### config.mk
export PLATFORM = sky130hd
export DESIGN_NAME = mbist_march
export DESIGN_NICKNAME = d
export VERILOG_FILES = /design/src/rtl/mbist_pkg.sv /design/src/rtl/mbist_seq.sv /design/src/rtl/mbist_check.sv /design/src/rtl/mbist_march.sv
export SDC_FILE = /design/constraint.sdc
export NUM_CORES = 1
export LEC_CHECK = 0
export BUFFER_PORTS_ARGS = -buffer_cell sky130_fd_sc_hd__buf_2
export CAP_MARGIN = 20
export CORE_MARGIN = 3
export CORE_UTILIZATION = 48
export CTS_BUF_LIST = sky130_fd_sc_hd__clkbuf_16
export DETAILED_ROUTE_END_ITERATION = 16
export HOLD_SLACK_MARGIN = 0.1
export PLACE_DENSITY = 0.75
export SLEW_MARGIN = 5
export SYNTH_ARGS = -nofsm -noshare
export SYNTH_HDL_FRONTEND = slang
export SYNTH_HIERARCHICAL = 1
export SYNTH_SLANG_ARGS = --single-unit
### constraint.sdc
create_clock -name clk -period 2.15 [get_ports clk]
set_input_delay 0.215 -clock clk [delete_from_list [all_inputs] [get_ports clk]]
set_output_delay 0.215 -clock clk [all_outputs]
set_load 0.05 [all_outputs]
### src/rtl/mbist_pkg.sv
// Package: shared types and the fixed march schedule.
// Assumes four elements of at most five operations each.
package mbist_pkg;

    typedef logic [1:0] elem_t;
    typedef logic [2:0] opidx_t;

    // One march operation: write (1) or read (0), and the data bit
    // that is written or expected.
    typedef struct packed {
        logic wr;
        logic val;
    } step_t;

    localparam elem_t LAST_ELEM = 2'd3;

    // Operation kind and data bit for element e, operation o.
    function automatic step_t step_of(input elem_t e, input opidx_t o);
        step_t s;
        case (e)
            2'd0:    begin s.wr = 1'b1; s.val = 1'b0;        end
            2'd1:    begin s.wr = o[0]; s.val = (o != 3'd0); end
            2'd2:    begin s.wr = o[0]; s.val = (o == 3'd0); end
            default: begin s.wr = 1'b0; s.val = 1'b0;        end
        endcase
        return s;
    endfunction

    // Index of the final operation in element e.
    function automatic opidx_t last_op(input elem_t e);
        return (e == 2'd1 || e == 2'd2) ? 3'd4 : 3'd0;
    endfunction

    // Address direction of element e: 1 means descending.
    function automatic logic descending(input elem_t e);
        return (e == 2'd2);
    endfunction

endpackage

### src/rtl/mbist_seq.sv
// Module: march sequencer. Walks element, address and operation
// counters, one operation per clock, then spends one drain cycle.
// Assumes DEPTH >= 2 and a start that may arrive at any time.
module mbist_seq
    import mbist_pkg::*;
#(
    parameter int DEPTH = 16,
    parameter int AW    = 4
) (
    input  logic          clk,
    input  logic          rst_n,
    input  logic          start,
    output logic          accept,
    output logic          busy,
    output logic          issue,
    output logic          flush,
    output elem_t         elem,
    output opidx_t        op,
    output logic [AW-1:0] addr
);

    typedef enum logic [1:0] {S_IDLE, S_RUN, S_FLUSH} state_t;

    localparam logic [AW-1:0] TOP_ADDR = AW'(DEPTH - 1);

    state_t        state;
    logic          elem_end_op;
    logic          addr_at_end;
    logic [AW-1:0] end_addr;
    logic [AW-1:0] next_addr;
    elem_t         next_elem;

    // Decode the end-of-element conditions and the next address.
    always_comb begin
        next_elem   = elem + 2'd1;
        end_addr    = descending(elem) ? '0 : TOP_ADDR;
        elem_end_op = (op == last_op(elem));
        addr_at_end = (addr == end_addr);
        next_addr   = descending(elem) ? addr - AW'(1) : addr + AW'(1);
    end

    assign accept = (state == S_IDLE) && start;
    assign busy   = (state != S_IDLE);
    assign issue  = (state == S_RUN);
    assign flush  = (state == S_FLUSH);

    // Advance the state, element, address and operation counters.
    always_ff @(posedge clk) begin
        if (!rst_n) begin
            state <= S_IDLE;
            elem  <= '0;
            op    <= '0;
            addr  <= '0;
        end else begin
            case (state)
                S_IDLE: begin
                    if (start) begin
                        state <= S_RUN;
                        elem  <= '0;
                        op    <= '0;
                        addr  <= '0;
                    end
                end
                S_RUN: begin
                    if (!elem_end_op) begin
                        op <= op + 3'd1;
                    end else begin
                        op <= '0;
                        if (!addr_at_end) begin
                            addr <= next_addr;
                        end else if (elem == LAST_ELEM) begin
                            state <= S_FLUSH;
                        end else begin
                            elem <= next_elem;
                            addr <= descending(next_elem) ? TOP_ADDR : '0;
                        end
                    end
                end
                default: state <= S_IDLE;
            endcase
        end
    end

    AST_ADDR_IN_RANGE: assert property (@(posedge clk) disable iff (!rst_n)
        issue |-> addr <= TOP_ADDR) else $error("address out of range");

    AST_STEP_ADVANCE: assert property (@(posedge clk) disable iff (!rst_n)
        issue && !elem_end_op |=> issue && elem == $past(elem) && addr == $past(addr)
            && op == opidx_t'($past(op) + 3'd1)) else $error("op did not advance");

    AST_START_IGNORED: assert property (@(posedge clk) disable iff (!rst_n)
        busy && start |=> !(issue && elem == 2'd0 && addr == '0))
        else $error("restart during run");

endmodule

### src/rtl/mbist_check.sv
// Module: response checker. Registers each issued read for one cycle,
// compares the returned word with the replicated expected bit, keeps
// a sticky fail flag and the first failure's diagnostics, and raises
// done after the drain cycle. Assumes read latency of exactly one.
module mbist_check
    import mbist_pkg::*;
#(
    parameter int DATA_W = 8,
    parameter int AW     = 4
) (
    input  logic              clk,
    input  logic              rst_n,
    input  logic              clear,
    input  logic              issue,
    input  step_t             step,
    input  logic [AW-1:0]     addr,
    input  elem_t             elem,
    input  opidx_t            op,
    input  logic              flush,
    input  logic [DATA_W-1:0] rdata,
    output logic              fail,
    output logic              done,
    output logic [AW-1:0]     fail_addr,
    output elem_t             fail_elem,
    output opidx_t            fail_op,
    output logic [DATA_W-1:0] fail_exp
);

    logic          pend_rd;
    logic          pend_val;
    logic [AW-1:0] pend_addr;
    elem_t         pend_elem;
    opidx_t        pend_op;
    logic          mismatch;

    // Hold the attributes of the read issued in the previous cycle.
    always_ff @(posedge clk) begin
        if (!rst_n) begin
            pend_rd   <= 1'b0;
            pend_val  <= 1'b0;
            pend_addr <= '0;
            pend_elem <= '0;
            pend_op   <= '0;
        end else begin
            pend_rd   <= issue && !step.wr;
            pend_val  <= step.val;
            pend_addr <= addr;
            pend_elem <= elem;
            pend_op   <= op;
        end
    end

    // Compare the returned word with the expected background.
    assign mismatch = pend_rd && (rdata != {DATA_W{pend_val}});

    // Keep the sticky result, the first-failure record and done.
    always_ff @(posedge clk) begin
        if (!rst_n || clear) begin
            fail      <= 1'b0;
            done      <= 1'b0;
            fail_addr <= '0;
            fail_elem <= '0;
            fail_op   <= '0;
            fail_exp  <= '0;
        end else begin
            if (mismatch && !fail) begin
                fail      <= 1'b1;
                fail_addr <= pend_addr;
                fail_elem <= pend_elem;
                fail_op   <= pend_op;
                fail_exp  <= {DATA_W{pend_val}};
            end
            if (flush) begin
                done <= 1'b1;
            end
        end
    end

    AST_FAIL_STICKY: assert property (@(posedge clk) disable iff (!rst_n)
        fail && !clear |=> fail) else $error("fail dropped");

    AST_CAPTURE_HELD: assert property (@(posedge clk) disable iff (!rst_n)
        fail && !clear |=> $stable(fail_addr) && $stable(fail_elem)
            && $stable(fail_op) && $stable(fail_exp)) else $error("capture overwritten");

    AST_FIRST_CAPTURE: assert property (@(posedge clk) disable iff (!rst_n)
        mismatch && !fail && !clear |=> fail && fail_addr == $past(pend_addr))
        else $error("first mismatch not captured");

    AST_DONE_AFTER_DRAIN: assert property (@(posedge clk) disable iff (!rst_n)
        flush |=> done) else $error("done missing after drain");

endmodule

### src/rtl/mbist_march.sv
// Module: top of the march self-test controller. Joins the sequencer
// and the checker and forms the memory port. Assumes a single-port
// synchronous RAM that returns read data one clock after the read.
module mbist_march
    import mbist_pkg::*;
#(
    parameter int  DEPTH  = 16,
    parameter int  DATA_W = 8,
    localparam int AW     = (DEPTH > 1) ? $clog2(DEPTH) : 1
) (
    input  logic              clk,
    input  logic              rst_n,
    input  logic              start,
    output logic              busy,
    output logic              done,
    output logic              fail,
    output logic [AW-1:0]     fail_addr,
    output logic [1:0]        fail_elem,
    output logic [2:0]        fail_op,
    output logic [DATA_W-1:0] fail_exp,
    output logic              mem_en,
    output logic              mem_we,
    output logic [AW-1:0]     mem_addr,
    output logic [DATA_W-1:0] mem_wdata,
    input  logic [DATA_W-1:0] mem_rdata
);

    logic          accept;
    logic          issue;
    logic          flush;
    elem_t         elem;
    opidx_t        op;
    logic [AW-1:0] addr;
    step_t         step;

    mbist_seq #(.DEPTH(DEPTH), .AW(AW)) u_seq (
        .clk    (clk),
        .rst_n  (rst_n),
        .start  (start),
        .accept (accept),
        .busy   (busy),
        .issue  (issue),
        .flush  (flush),
        .elem   (elem),
        .op     (op),
        .addr   (addr)
    );

    // Look up the current operation and drive the memory port.
    always_comb begin
        step      = step_of(elem, op);
        mem_en    = issue;
        mem_we    = issue && step.wr;
        mem_addr  = addr;
        mem_wdata = {DATA_W{step.val}};
    end

    mbist_check #(.DATA_W(DATA_W), .AW(AW)) u_check (
        .clk       (clk),
        .rst_n     (rst_n),
        .clear     (accept),
        .issue     (issue),
        .step      (step),
        .addr      (addr),
        .elem      (elem),
        .op        (op),
        .flush     (flush),
        .rdata     (mem_rdata),
        .fail      (fail),
        .done      (done),
        .fail_addr (fail_addr),
        .fail_elem (fail_elem),
        .fail_op   (fail_op),
        .fail_exp  (fail_exp)
    );

    AST_WDATA_SOLID: assert property (@(posedge clk) disable iff (!rst_n)
        mem_we |-> (mem_wdata == '0 || mem_wdata == '1)) else $error("mixed write data");

    AST_DONE_NOT_BUSY: assert property (@(posedge clk) disable iff (!rst_n)
        done |-> !busy) else $error("done while busy");

endmodule

# Word-level counts from Yosys, hierarchy flattened
# Cells that the tools add are included.
[classes]
n_addsub = 4
n_eq_ne = 15
muxes = 23
reduce_logical = 20
[ops]
columns = ["op", "n"]
rows = [
  ["$mux W4", 7],
  ["$mux W2", 8],
  ["$mux W3", 3],
  ["$eq A2 B2 Y1 const B", 4],
  ["$ne A8 B8 Y1", 1],
  ["$pmux W2 S2", 2],
  ["$pmux W4 S2", 1],
  ["$reduce_and A4 Y1", 2],
  ["$ne A2 B1 Y1 const B", 3],
  ["$pmux W2 S3", 1],
  ["$pmux W3 S2", 1],
  ["$logic_and A1 B1 Y1", 5],
  ["$reduce_and A5 Y1", 1],
  ["$add A4 B1 Y4 const B", 1],
  ["$eq A2 B1 Y1 const B", 2],
  ["$eq A4 B4 Y1", 1],
  ["$logic_not A2 Y1", 2],
  ["$ne A2 B2 Y1 const B", 2],
  ["$reduce_bool A2 Y1", 2],
  ["$sub A4 B1 Y4 const B", 1],
  ["$add A3 B1 Y3 const B", 1],
  ["$eq A3 B3 Y1", 1],
  ["$logic_not A1 Y1", 3],
  ["$logic_not A3 Y1", 1],
  ["5 further kinds", 6],
]
[word_totals]
register_bits = 34
input_bits = 11
out_inout_bits = 34
elab_cells = 77

# Depth between registers and ports, before layout
# Gate-level depths: netlist (run 1).
[depth]
ltp_word = 7
mapped_depth = 9
ltp_nobuf = 8

# Cells and area by module
# Netlist (run 1), hierarchy kept.
[modules_own_cells]
columns = ["mod", "n_inst", "cells_each", "area_each_um2"]
rows = [
  ["mbist_check", 1, 92, 925.9],
  ["mbist_seq", 1, 98, 898.4],
  ["mbist_march", 1, 17, 132.6],
]

# Least setup slack after synthesis (run 1)
# Ideal clock, no wire load.
[synth_timing]
path_type = "register to register"
startpoint = "register u_seq.elem[0]"
endpoint = "register u_seq.addr[2]"
setup_time_ns = 0.122
arrival_ns = 2.048
t_required_ns = 2.028
setup_slack_ns = -0.019
stages_incl_launch_ff = 10
n_path_buf = 1
path_cell_list = "dfxtp_1 inv_1 ha_1 clkbuf_1 xor2_1 ha_1 a21oi_1 xor2_1 and2_2 a221o_1"
[synth_via]
elab_chain_len = 7
[synth_lines]
columns = ["element", "line", "rtl"]
rows = [
  ["start, declared", "mbist_seq.sv:17", "output elem_t elem,"],
  ["start signal, assigned", "mbist_seq.sv:74", "elem <= next_elem;"],
  ["$add A2 B1 Y2", "mbist_seq.sv:35", "next_elem = elem + 2'd1;"],
  ["$eq A2 B2 Y1", "mbist_pkg.sv:36", "return (e == 2'd2);"],
  ["$mux W4", "mbist_seq.sv:75", "addr <= descending(next_elem) ? TOP_ADDR : '0;"],
  ["$mux W4", "mbist_seq.sv:71", "end else if (elem == LAST_ELEM) begin"],
  ["$mux W4", "mbist_seq.sv:69", "if (!addr_at_end) begin"],
  ["$mux W4", "mbist_seq.sv:65", "if (!elem_end_op) begin"],
  ["$pmux W4 S2", "mbist_seq.sv:55", "case (state)"],
  ["end signal, assigned", "mbist_seq.sv:70", "addr <= next_addr;"],
  ["end signal, assigned", "mbist_seq.sv:75", ""],
  ["end, declared", "mbist_seq.sv:19", "output logic [AW-1:0] addr"],
]
# Several ways; a longest one is shown, not always the timed one. The select of a mux whose other input is x is not followed.
# A chain may end at the register's enable or synchronous reset.

# Worst setup path in the final report (run 1)
# Same ends and word-level chain as after synthesis.

==> summary.md, run 1 <==
| Metric | Value |
|---|---|
| Status | completed |
| DPL Wire Length | 2706 um |
| Skew final | 3.365 ps |
| First-pass GRT wire length | 6078 um |
| Drt total wl | 3596 um |
| Core area | 3799 sq um |
| Power share of the combinational group | 0.079 |
| Fin Hold WS | 321.8 ps |
| Mux contribution to synthesized area | 0.01087 |
| Least-Margin Pin Slew | 488.5 ps |
| Max-slew headroom | 0.6650 |
| Syn Area/Cell | 9.454 sq um |
| Synth Area in Compound Gates | 0.2187 |
| Final hold viol count | 0 |
| Worst min path class | in2reg |
| CP Max Fanout | 8 |
| Pwr dens | 635.8 nW/um^2 |
| Routability cong. | 0.8024 |
| Drc violations | 0 |
| Fmax | 493.5 MHz |
| Pint | 1.097 mW |
| Final Setup Violations | 0 |
| Buf/Inv on CP | 1 |
| Vias | 1509 |
| Vias per std cell | 5.258 |
| Num ports | 45 |
| Post-CTS setup buffers | 0 |
| CTS tree | done |
| Unique cell type count in the Yosys netlist | 66 |
| Seq cells post-synth | 34 |
| Max_cap viols | 0 |
| Post-synthesis async set-or-reset flop share | 0 |
| Area growth from synthesis to layout | 14.51% |
| Root buffer cell | clkbuf_16 |
| H-tree depth reported by CTS | 2 |
| Xor/xnor share of the synthesized area | 0.02621 |
| Die height | 69.85 um |
| Layout cell share with drive strength beyond 1 | 0.3640 |
| Largest family of logic cells by synthesized area | simple AND/OR/NAND/NOR gates |
| Peak supply drop | 504.4 uV |
| Wire per inst | 12.53 um |
| # fillers | 349 |
| Top_reg_cell synth | dfxtp_1 |
| Gr usage total | 0.1535 |
| Largest net degree at the start of global routing | 24 |
| Die area | 4879 sq um |
| CP delay by family, top | compound AO/OA/AOI/OAI gates |
| Initial DRC count | 54 |
| Clk pwr share | 0.471 |
| Sw Ratio | 0.2298 |
| Synth area leaders | dfxtp_1, buf_4, ha_1, a21boi_1, nand3_1 |
| Ant. Diodes | 0 |
| Syn Inst Count | 207 |
| Worst EP arrival | 2190 ps |
| Adder-Cell Fraction of Synth Area | 0.04476 |
| Synth Cell Area | 1957 sq um |
| EDFF count, synth | 0 |
| Post-Route Setup TNS | 0 ps |
| CTS Buf Count | 5 |
| Nature of the critical path startpoint | flip-flop |
| Yosys warns | 6 |
| Post-synthesis sequential area ratio | 0.3478 |
| Max-slew violation count | 0 |
| Clock sinks | 34 |
| RSZ-0062 raised after global routing | false |
| CP endpoint kind | flip-flop |
| Hold Buf Count CTS | 0 |
| Vias in the first global route | 1345 |
| Clk buf depth | 2 |
| Yosys top cell area share | 0.3478 |
| Crit path max-delay cell type | or4b_4 |
| Req. time, crit path | 2310 ps |
| P_sw | 0.3273 mW |
| Antenna violations before repair | 0 |
| Chip width | 69.85 um |
| Post-layout min period | 2026 ps |
| GRT overflow | 0 |
| WS Path Type | reg2reg |
| Synth Area in Simple Gates | 0.2327 |
| Yosys top cell by area | dfxtp_1 |
| Drt first pass iters | 4 |
| Starting Density | 0.5152 |
| FP Rows | 22 |
| Clk_lat worst skew | 270 ps |
| Mapped Nets | 225 |
| Tcrit/Tclk final | 0.9424 |
| Port-buffer cells | 44 |
| Power share of the sequential group | 0.450 |
| Clock Pin Slew Worst Setup and Hold Paths | 50 ps |
| Detail Route Antenna Nets | 0 |
| Critical path, cell by cell | inv_2, ha_2, or4b_4, a221oi_4, nor2_2, a221o_1 |
| Final #Nets | 256 |
| CP max stage delay | 510 ps |
| Leak | 0.9461 nW |
[power by group through the flow]
| stage | registers (mW) | logic [mW] | clock network (mW) |
|---|---|---|---|
| 5_1_grt | 0.641 | 0.122 | 0.725 |
| 2_1_floorplan | 0.663 | 0.0731 | 0 |
| 4_1_cts | 0.642 | 0.113 | 0.688 |
| 3_3_place_gp | 0.655 | 0.111 | 0 |
| 3_5_place_dp | 0.655 | 0.112 | 0 |
| 6_report | 0.641 | 0.112 | 0.671 |
[cell usage after synthesis (all sizes together) (2+ instances only)]
library cell and count:
nor2b 6, or3 2, o31a 2, o31ai 2, dfxtp 34, a211oi 3
nor3 2, a22o 3, or4 2, nand2 9, a21oi 5, nand3 14
o22ai 2, and2b 2, a21boi 13, nand2b 5, or2 3, nor2 3
inv 8, and2 11, buf 22, clkbuf 4, ha 7, o21a 2
and3 2, xor2 4, nand3b 2, nand4b 2, o21ai 11
[registers in the layout, indices dropped and copies added (netlist names)]
| name | cells |
|---|---|
| u_check/pend_val | 1 |
| u_check/fail_elem | 2 |
| u_check/pend_op | 3 |
| u_check/fail | 1 |
| u_check/pend_addr | 4 |
| u_check/fail_op | 3 |
| u_seq/elem | 2 |
| u_seq/op | 3 |
| u_check/done | 1 |
| u_check/pend_rd | 1 |
| u_seq/addr | 4 |
| u_check/fail_addr | 4 |
| u_check/fail_exp | 1 |
| u_check/pend_elem | 2 |
| u_seq/state | 2 |
[placed cells by master (no fill, tap or decap), types with 2 or more instances in the layout]
master and instances:
and2_1 10, a211oi_2 2, a21boi_1 10, nor2b_1 5, ha_1 6, and3_1 2
nand3b_1 2, a21oi_1 4, a22o_2 2, buf_2 44, nand2_1 9, dfxtp_1 33
o31a_1 2, or2_2 3, nand4b_1 2, o21ai_0 11, nor2_1 2, nand2b_1 4
a21boi_0 3, xor2_1 4, clkbuf_16 5, nand3_1 14, inv_1 7, o21a_1 2
buf_4 7
[final cells by class]
class / instances / area [sq um] / share of cell area
Tap cell: 48 / 60.06 / 0.02680
Inverter: 8 / 30.03 / 0.01340
Sequential cell: 34 / 684.4 / 0.3054
Clock buffer: 5 / 125.1 / 0.05583
Timing Repair Buffer: 51 / 272.8 / 0.1217
Multi-Input combinational cell: 138 / 1052 / 0.4696
Clock inverter: 3 / 16.27 / 0.007259
[worst register-to-register path: stages, from the launching register on]
cell	delay (ps)
dfxtp_4	370
inv_2	80
ha_2	210
or4b_4	510
a221oi_4	360
nor2_2	100
a221o_1	300
[worst paths after layout]
kind	startpoint	end	slack [ps]	cells past startpoint
worst min register to register	u_check/pend_addr[3]$_SDFF_PN0_	u_check/fail_addr[3]$_SDFFE_PP0P_	450	2
worst min-delay path	start	u_seq/op[0]$_SDFFE_PN0P_	320	4
worst max-delay path	u_seq/elem[0]$_SDFFE_PN0P_	u_seq/addr[2]$_SDFFE_PN0P_	120	6
worst max register to register	u_seq/elem[0]$_SDFFE_PN0P_	u_seq/addr[2]$_SDFFE_PN0P_	120	6
[repair_timing]
| item | in CTS | in global routing |
|---|---|---|
| hold endpoints to repair | 0 | 0 |
| setup endpoints to repair | 0 | 1 |
| resized for setup | 0 | 4 |
[cells by family after synthesis]
kind of cell             Yosys count
buffers and inverters             35
multiplexers                       2
AND/OR/NAND/NOR                   71
XOR/XNOR                           5
AO/OA/AOI/OAI                     53
flip-flops                        34
adder cells (fa/ha/maj)            7
[per-stage QoR]
step           std cells  setup slack [ps]  power, mW    util  instance area, sq um
3_5_place_dp         279             125.4     0.7677  0.5497                  2088
2_1_floorplan        207             39.67     0.7361       -                  1958
3_3_place_gp         279             194.7     0.7666  0.5497                  2088
4_1_cts              287             116.3      1.443  0.5870                  2230
5_1_grt              287             15.64      1.489  0.5899                  2241
6_report             287             123.7      1.425  0.5899                  2241
[routing by layer]
| metal | vias to the layer above | part of all wire | global-route usage | wire (um) |
|---|---|---|---|---|
| met3 | 6 | 0.052 | 0.04173 | 188 |
| met5 | - | 0 | 0 | 0 |
| met1 | 693 | 0.45 | 0.1835 | 1624 |
| li1 | 777 | - | - | - |
| met2 | 33 | 0.48 | 0.2529 | 1728 |
| met4 | 0 | 0.015 | 0.07447 | 55 |
Power figures use the tool's default switching activity.
==> run 2, diff against run 1 <==
Settings changed: GPL_TIMING_DRIVEN from default to 0.
==> summary.md, run 2 (synthesis results as in run 1) <==
| Metric | Value |
|---|---|
| Drt first pass iters | 4 |
| FF-to-FF Start | u_seq/elem[0]$_SDFFE_PN0P_ |
| Skew final | 3.803 ps |
| Peak supply drop | 467.7 uV |
| Worst Hold Endpoint | u_check/pend_op[2]$_SDFF_PN0_ |
| Fin worst setup slack | 110.8 ps |
| Clk buf depth | 2 |
| First-pass GRT wire length | 6499 um |
| GRT overflow | 0 |
| DPL Wire Length | 2733 um |
| RR Endpoint | u_seq/addr[2]$_SDFFE_PN0P_ |
| CP endpoint kind | output port |
| Commonest non-fill, non-tap cell in the layout | buf_2 |
| H-tree depth reported by CTS | 2 |
| Clock Pin Slew Worst Setup and Hold Paths | 50 ps |
| Max_cap viols | 0 |
| Post-layout min period | 2039 ps |
| Cell area after placement | 2238 sq um |
| Post-place setup slack | -174.9 ps |
| CP Max Fanout | 9 |
| Drc violations | 0 |
| Gr usage total | 0.1616 |
| Vias | 1591 |
| Layout cell share with drive strength beyond 1 | 0.4154 |
| Final Setup Violations | 0 |
| Num ports | 45 |
| Ant. Diodes | 0 |
| Nature of the critical path startpoint | flip-flop |
| Power share of the sequential group | 0.383 |
| Root buffer cell | clkbuf_16 |
| R2R Setup Slk | 110 ps |
| Die area | 4879 sq um |
| CTS Buf Count | 5 |
| Final hold viol count | 0 |
| Biggest regs | u_check/fail_addr (4), u_check/pend_addr (4), u_seq/addr (4) |
| Most used cell, CP | buf_4 |
| Sw Ratio | 0.2012 |
| Crit path max-delay cell type | mux2i_2 |
| Chip width | 69.85 um |
| Port-buffer cells | 44 |
| Core area | 3799 sq um |
| Final #Nets | 277 |
| Antenna violations before repair | 0 |
| WHS Path Cells | 2 |
| Detail Route Antenna Nets | 0 |
| Max-slew violation count | 0 |
| Largest net degree at the start of global routing | 13 |
| Reg2Reg Depth | 9 |
| Critical path, cell by cell | buf_4, or2b_1, mux2i_2, buf_4, buf_2 |
| Finished layout cell area | 2464 sq um |
| Total power draw | 1.677 mW |
| Vias in the first global route | 1482 |
| WS Path Type | reg2out |
| Final Util | 0.6486 |
| Power share of the combinational group | 0.065 |
| Commonest non-fill, non-tap cells in the layout | buf_2, dfxtp_1, buf_4 |
| Fmax | 490.4 MHz |
| Fin Hold WS | 229.1 ps |
| Worst min path class | in2reg |
| Clock sinks | 34 |
| Die height | 69.85 um |
| Status | completed |
| Wire per inst | 12.11 um |
| Worst EP arrival | 1820 ps |
| Pint | 1.340 mW |
| CP max stage delay | 390 ps |
| Tcrit/Tclk final | 0.9484 |
| CTS tree | done |
| Hold Buf Count CTS | 0 |
| Least-Margin Pin Slew | 451.6 ps |
| Max-slew headroom | 0.6930 |
| Pwr dens | 680.8 nW/um^2 |
| FP Rows | 22 |
| Clk pwr share | 0.552 |
| Placed Instances | 299 |
| Fin cells | 308 |
| # fillers | 323 |
| Clk_lat worst skew | 270 ps |
| Initial DRC count | 64 |
| Starting Density | 0.5152 |
| Post-Route Setup TNS | 0 ps |
| Drt total wl | 3729 um |
| Routability cong. | 0.8002 |
| Area growth from synthesis to layout | 25.89% |
| P_sw | 0.3374 mW |
| Min-delay src | rst_n |
| Vias per std cell | 5.166 |
| Req. time, crit path | 1930 ps |
| Leak | 1.078 nW |
==> run 2: per-layer routing <==
metal	GRT usage	vias to the layer above	share of wire
li1	-	825	-
met4	0.05745	0	0.0051
met2	0.2739	34	0.50
met1	0.1915	730	0.45
met5	0	-	0
met3	0.05036	2	0.050
==> run 2: area by class of cell <==
| cell class | instances | area [sq um] | area share |
|---|---|---|---|
| plain buffers | 26 | 201.4 | 0.08177 |
| repair buffers | 46 | 235.2 | 0.09548 |
| inverters | 8 | 30.03 | 0.01219 |
| clock inverters | 3 | 68.82 | 0.02793 |
| clock buffers | 5 | 125.1 | 0.05079 |
| flip-flops and latches | 34 | 685.7 | 0.2783 |
| well taps | 48 | 60.06 | 0.02438 |
| multi-input cells | 138 | 1057 | 0.4292 |
==> run 2: worst max path at each step <==
stage               slack [ps]                  startpoint                    endpoint
floorplan                   40  u_seq/elem[0]$_SDFFE_PN0P_  u_seq/addr[2]$_SDFFE_PN0P_
global placement          -140  u_seq/elem[1]$_SDFFE_PN0P_  u_seq/addr[2]$_SDFFE_PN0P_
detailed placement        -170  u_seq/elem[1]$_SDFFE_PN0P_  u_seq/addr[2]$_SDFFE_PN0P_
CTS                          8  u_seq/elem[0]$_SDFFE_PN0P_  u_seq/addr[2]$_SDFFE_PN0P_
global route                -9  u_seq/elem[0]$_SDFFE_PN0P_  u_seq/addr[2]$_SDFFE_PN0P_
finish                     110  u_seq/elem[0]$_SDFFE_PN0P_                mem_wdata[5]
==> run 2: timing repair <==
item | in CTS | in global routing
endpoints found under the setup margin | 9 | 2
setup buffers | 0 | 2
gates resized for setup | 6 | 3
==> run 2: power by group through the flow <==
| stage | registers, mW | clock network (mW) | logic (mW) |
|---|---|---|---|
| 6_report | 0.642 | 0.926 | 0.109 |
| 5_1_grt | 0.643 | 0.978 | 0.119 |
| 2_1_floorplan | 0.663 | 0 | 0.0731 |
| 3_3_place_gp | 0.657 | 0 | 0.110 |
| 4_1_cts | 0.642 | 0.945 | 0.111 |
| 3_5_place_dp | 0.657 | 0 | 0.110 |
==> run 2: critical path, delay by kind of cell, from the launching register on <==
family / cells / cell delay, ps
muxes: 1 / 390
buffers and inverters: 3 / 580
and+or+nand+nor: 1 / 230
DFF: 1 / 350
